===== src/rtl/dbg_halt_pkg.sv =====
package dbg_halt_pkg;
  typedef enum logic [3:0] {
    ST_RUN   = 4'b0001,
    ST_PEND  = 4'b0010,
    ST_DEBUG = 4'b0100,
    ST_EXIT  = 4'b1000
  } dbg_state_e;

  localparam int STATE_W = 4;
endpackage


===== src/rtl/dbg_seq_fsm.sv =====
module dbg_seq_fsm
  import dbg_halt_pkg::*;
(
  input  logic       clk,
  input  logic       rst,
  input  logic       bkpt_req,
  input  logic       insn_retire,
  input  logic       wr_pend,
  input  logic       dfault_rst,
  input  logic       cmd_resume,
  input  logic       cmd_call,
  output dbg_state_e state,
  output logic       cap_insn,
  output logic       cap_fault,
  output logic       take_ret,
  output logic       freeze_q,
  output logic       serial_q,
  output logic       flush_q,
  output logic       refetch_q
);
  dbg_state_e state_n;
  logic       any_exit_cmd;

  assign any_exit_cmd = cmd_resume | cmd_call;

  // boundary where a pending breakpoint may be honoured
  assign cap_insn  = (state == ST_PEND) && insn_retire && !wr_pend;
  assign cap_fault = (state == ST_RUN) && dfault_rst;
  assign take_ret  = (state == ST_DEBUG) && any_exit_cmd;

  always_comb begin
    state_n = state;
    case (state)
      ST_RUN: begin
        if (dfault_rst)    state_n = ST_DEBUG;
        else if (bkpt_req) state_n = ST_PEND;
      end
      ST_PEND: begin
        if (cap_insn) state_n = ST_DEBUG;
      end
      ST_DEBUG: begin
        if (any_exit_cmd) state_n = ST_EXIT;
      end
      ST_EXIT: state_n = ST_RUN;
      default: state_n = ST_RUN;
    endcase
  end

  always_ff @(posedge clk) begin
    if (rst) begin
      state     <= ST_RUN;
      freeze_q  <= 1'b0;
      serial_q  <= 1'b0;
      flush_q   <= 1'b0;
      refetch_q <= 1'b0;
    end else begin
      state     <= state_n;
      freeze_q  <= (state_n == ST_DEBUG);
      serial_q  <= (state_n == ST_DEBUG);
      flush_q   <= (state == ST_EXIT);
      refetch_q <= (state == ST_EXIT);
    end
  end
endmodule


===== src/rtl/dbg_addr_capture.sv =====
module dbg_addr_capture #(
  parameter int            AW        = 32,
  parameter logic [AW-1:0] FAULT_TAG = {{(AW-1){1'b0}}, 1'b1}
) (
  input  logic          clk,
  input  logic          rst,
  input  logic          cap_insn,
  input  logic          cap_fault,
  input  logic          take_ret,
  input  logic [AW-1:0] insn_addr,
  input  logic [AW-1:0] ret_addr,
  output logic [AW-1:0] halt_pc,
  output logic [AW-1:0] refetch_addr
);
  always_ff @(posedge clk) begin
    if (rst) begin
      halt_pc      <= '0;
      refetch_addr <= '0;
    end else begin
      if (cap_fault)     halt_pc <= FAULT_TAG;
      else if (cap_insn) halt_pc <= insn_addr;
      if (take_ret)      refetch_addr <= ret_addr;
    end
  end
endmodule


===== src/rtl/dbg_halt_ctrl.sv =====
module dbg_halt_ctrl
  import dbg_halt_pkg::*;
#(
  parameter int AW = 32
) (
  input  logic          clk,
  input  logic          rst,
  input  logic          bkpt_req,
  input  logic          insn_retire,
  input  logic [AW-1:0] insn_addr,
  input  logic          wr_pend,
  input  logic          dfault_rst,
  input  logic          cmd_resume,
  input  logic          cmd_call,
  input  logic [AW-1:0] ret_addr,
  output logic          freeze,
  output logic          pins_serial,
  output logic          flush,
  output logic          refetch,
  output logic [AW-1:0] refetch_addr,
  output logic [AW-1:0] halt_pc,
  output logic [3:0]    dbg_state
);
  localparam logic [AW-1:0] FAULT_TAG = {{(AW-1){1'b0}}, 1'b1};

  dbg_state_e state;
  logic       cap_insn, cap_fault, take_ret;

  dbg_seq_fsm u_fsm (
    .clk        (clk),
    .rst        (rst),
    .bkpt_req   (bkpt_req),
    .insn_retire(insn_retire),
    .wr_pend    (wr_pend),
    .dfault_rst (dfault_rst),
    .cmd_resume (cmd_resume),
    .cmd_call   (cmd_call),
    .state      (state),
    .cap_insn   (cap_insn),
    .cap_fault  (cap_fault),
    .take_ret   (take_ret),
    .freeze_q   (freeze),
    .serial_q   (pins_serial),
    .flush_q    (flush),
    .refetch_q  (refetch)
  );

  dbg_addr_capture #(.AW(AW), .FAULT_TAG(FAULT_TAG)) u_cap (
    .clk         (clk),
    .rst         (rst),
    .cap_insn    (cap_insn),
    .cap_fault   (cap_fault),
    .take_ret    (take_ret),
    .insn_addr   (insn_addr),
    .ret_addr    (ret_addr),
    .halt_pc     (halt_pc),
    .refetch_addr(refetch_addr)
  );

  assign dbg_state = state;
endmodule


===== config.mk =====
export PLATFORM = sky130hd
export DESIGN_NAME = dbg_halt_ctrl
export DESIGN_NICKNAME = d
export VERILOG_FILES = /design/src/rtl/dbg_halt_pkg.sv /design/src/rtl/dbg_seq_fsm.sv /design/src/rtl/dbg_addr_capture.sv /design/src/rtl/dbg_halt_ctrl.sv
export SDC_FILE = /design/constraint.sdc
export NUM_CORES = 1
export LEC_CHECK = 0
export BUFFER_PORTS_ARGS = -buffer_cell sky130_fd_sc_hd__clkbuf_2
export CAP_MARGIN = 25
export CORE_MARGIN = 2
export CORE_UTILIZATION = 35
export CTS_CLUSTER_DIAMETER = 150
export CTS_CLUSTER_SIZE = 30
export DETAILED_ROUTE_END_ITERATION = 6
export PLACE_DENSITY_LB_ADDON = 0.25
export SETUP_SLACK_MARGIN = 0.05
export SLEW_MARGIN = 15
export SYNTH_ARGS = -nofsm -noshare
export SYNTH_HDL_FRONTEND = slang
export SYNTH_SLANG_ARGS = --single-unit

===== constraint.sdc =====
create_clock -name clk -period 3.3 [get_ports clk]
set_input_delay 0.33 -clock clk [delete_from_list [all_inputs] [get_ports clk]]
set_output_delay 0.33 -clock clk [all_outputs]
set_load 0.05 [all_outputs]

==> run_results.csv <==
group,metric,value,unit
placed_design,post-dp-hpwl,5210,µm
min_path,hold_depth,2,
synthesis,synthMostInstantiatedCell,"dfxtp_1",
cells_and_area,n_antenna_cell,0,
floorplan,die_area,8770,µm²
setup_path,rrSetupSlack,1.22,ns
min_path,hold_path_startpoint,"bkpt_req",
global_routing,grt_max_degree,41,
placed_design,port_buffers,143,
clock_tree,cts_tree,"yes",
setup_path,end_kind,"register",
synthesis,syn-num-nets,399,
detailed_routing,drc,0,
placed_design,gp_congestion,0.734,
global_routing,grt_pass1_wl,12300,µm
synthesis,post_synth_fa_ha_maj_area_fraction,0,%
clock_tree,htreeDepth,3,
setup_path,reg2regPathDepth,4,
clock_tree,clk_latency,0.34,ns
sta,grt_setup_unrepaired,"false",
synthesis,ys_top_cells_by_count,"dfxtp_1 (70), a21oi_1 (65), nand3_1 (64)",
clock_tree,cts_inserted_buffers,9,
detailed_routing,vias,2806,
sta,fmax,0.480,GHz
sta,fin_crit,2.08,ns
detailed_routing,wirelength,7760,µm
setup_path,cp_data_arrival_time,2.34,ns
synthesis,avgSynthCellArea,8.60,µm²
sta,hold_viol_final,0,
detailed_routing,ant_nets,0,
global_routing,overflow,0,
min_path,hp-class,"in -> reg",
synthesis,synth_ff_type,"dfxtp_1",
detailed_routing,drtIter0Drc,97,
floorplan,start_util,36.2,%
global_routing,track_usage,17.9,%
power,power_per_cell_area,503,nW/µm²
synthesis,synth_area_leaders,"dfxtp_1 (50%), a21oi_1 (12%), nand3_1 (11%)",
setup_path,worst_setup_path_start_kind,"register",
floorplan,coreArea,7770,µm²
synthesis,yosys.area_share.simple,16.7,%
sta,setup_viol,0,
synthesis,synthXorXnorAreaFrac,0.312,%
global_routing,grt_pass1_vias,2585,
sta,slew_headroom,33.7,%
global_routing,antenna_found_initial,0,
synthesis,synthArstFlopShare,0,%
cells_and_area,synthToLayoutAreaGrowth,30.6,%
synthesis,muxShareOfSynthArea,0,%
clock_tree,clk_pin_slew,0.08,ns
synthesis,synth_edf_count,0,
synthesis,synth_top_area_share,49.8,%
power,total_leakage_power,1.50,nW
sta,finalClockSkew,0.00517,ns
setup_path,r2r_end,"u_cap.halt_pc[0]$_SDFFE_PP0P_",
sta,tightest_slew,0.995,ns
clock_tree,ctsHoldBuffers,0,
power,peakVddDrop,0.222,mV
cells_and_area,fin_cells,555,
clock_tree,clock_path_buffers,2,
sta,tns,0,ns
synthesis,synth_top_family_by_area,"compound AO/OA/AOI/OAI gates",
sta,slew_violations,0,
synthesis,ys_seq_area_share,49.8,%
min_path,min_to,"u_fsm.state[0]$_SDFF_PP1_",
floorplan,die_h,93.6,µm
setup_path,reg2reg_from,"u_fsm.state[1]$_SDFF_PP0_",
synthesis,yosys.area.top_type,"dfxtp_1",
synthesis,ys_types,28,
synthesis,synthCells,327,
detailed_routing,first_pass_iters,4,
floorplan,num_rows,32,
setup_path,crit_type,"reg -> reg",
setup_path,crit_fanout,19,
job,cap_viol_max_count,0,
synthesis,synth_area,2810,µm²
placed_design,post-place-cells,539,
run_status,status,"complete, no violations",
cells_and_area,drive_above_1_share,38.4,%
clock_tree,postCtsSetupBuffers,0,
synthesis,ys.warnings.count,0,
detailed_routing,viasPerCell,5.06,
synthesis,synth-compound-area-share,24.7,%
floorplan,die_w,93.6,µm
clock_tree,cts_root_buf,"clkbuf_8",
synthesis,synth_seq_cells,70,
clock_tree,cts_sinks,70,
clock_tree,post_cts_resized,0,
floorplan,ios,144,
cells_and_area,nets,520,
detailed_routing,post_drt_wl_per_cell,14.0,µm
setup_path,required,3.56,ns
sta,period_share,63.1,%
## layout make-up
type                            count  area, µm²
Sequential cell                    70       1400
Tap cell                          102        128
Clock inverter                      7       73.8
Multi-Input combinational cell    217       1180
Inverter                            1       3.75
Clock buffer                        9        124
Fill cell                         813       4100
Timing Repair Buffer              149        761
## metal layers
layer / GRT usage (%) / routed length (µm)
met5: 0 / 0
met4: 6.88 / 70
met1: 23.2 / 3510
met2: 27.3 / 3490
met3: 6.37 / 691
## worst max path at each step
stage                               from                             endpoint
2_1_floorplan  u_fsm.state[2]$_SDFF_PP0_  u_cap.refetch_addr[23]$_SDFFE_PP0P_
3_3_place_gp                         rst        u_cap.halt_pc[5]$_SDFFE_PP0P_
3_5_place_dp   u_fsm.state[1]$_SDFF_PP0_        u_cap.halt_pc[0]$_SDFFE_PP0P_
4_1_cts        u_fsm.state[1]$_SDFF_PP0_        u_cap.halt_pc[0]$_SDFFE_PP0P_
5_1_grt        u_fsm.state[1]$_SDFF_PP0_        u_cap.halt_pc[0]$_SDFFE_PP0P_
6_report       u_fsm.state[1]$_SDFF_PP0_        u_cap.halt_pc[0]$_SDFFE_PP0P_
## registers in the layout, indices dropped and copies added, names as in the netlist
name / cells
u_cap.refetch_addr: 32
u_fsm.flush_q: 1
u_fsm.state: 4
u_fsm.freeze_q: 1
u_cap.halt_pc: 32
## power by group
group | switching, mW | internal (mW)
Combinational | 0.189 | 0.0790
Sequential | 0.0247 | 0.865
Clock | 0.338 | 0.350
## critical path, cell delays in order (launching register included)
cell	delay, ns
dfxtp_1	0.55
nor4b_4	0.78
buf_4	0.36
nand3_1	0.11
a31oi_1	0.19
## logic make-up after synthesis
group | Yosys count
simple gates | 80
compound gates | 136
xor+xnor | 1
buf+inv | 40
flops | 70
## cell usage in the layout, fill, tap and decap left out
master      count
nor2_2          1
xor2_1          1
nor2b_2         1
nand3_1        64
nor4b_2         1
clkinvlp_4      4
bufinv_16       1
o21ai_0         7
or2_2           1
nor4b_4         2
o211a_1         1
clkbuf_8        9
clkbuf_2      143
a21o_1          1
dfxtp_1        70
or4b_4          2
a32oi_1         1
clkinv_2        1
buf_4           6
inv_6           1
a21oi_1        65
nor3_2          1
a22oi_1         1
a31oi_1         1
nand2b_1        2
nor2_1          2
nor4_1          1
o21ai_1        59
inv_1           1
nand2_1         2
## stage by stage
step	setup slack [ns]	total power [mW]	util (%)	area, µm²	hold slack, ns
CTS	1.20	1.86	47.3	3670	0.183
global placement	1.28	1.18	44.7	3470	0.461
finish	1.22	1.84	47.3	3670	0.195
global route	1.02	1.94	47.3	3670	0.175
detailed placement	1.22	1.18	44.7	3470	0.469
floorplan	1.41	1.10	-	2810	0.441
Note: power is estimated with default switching activity, not from simulation.
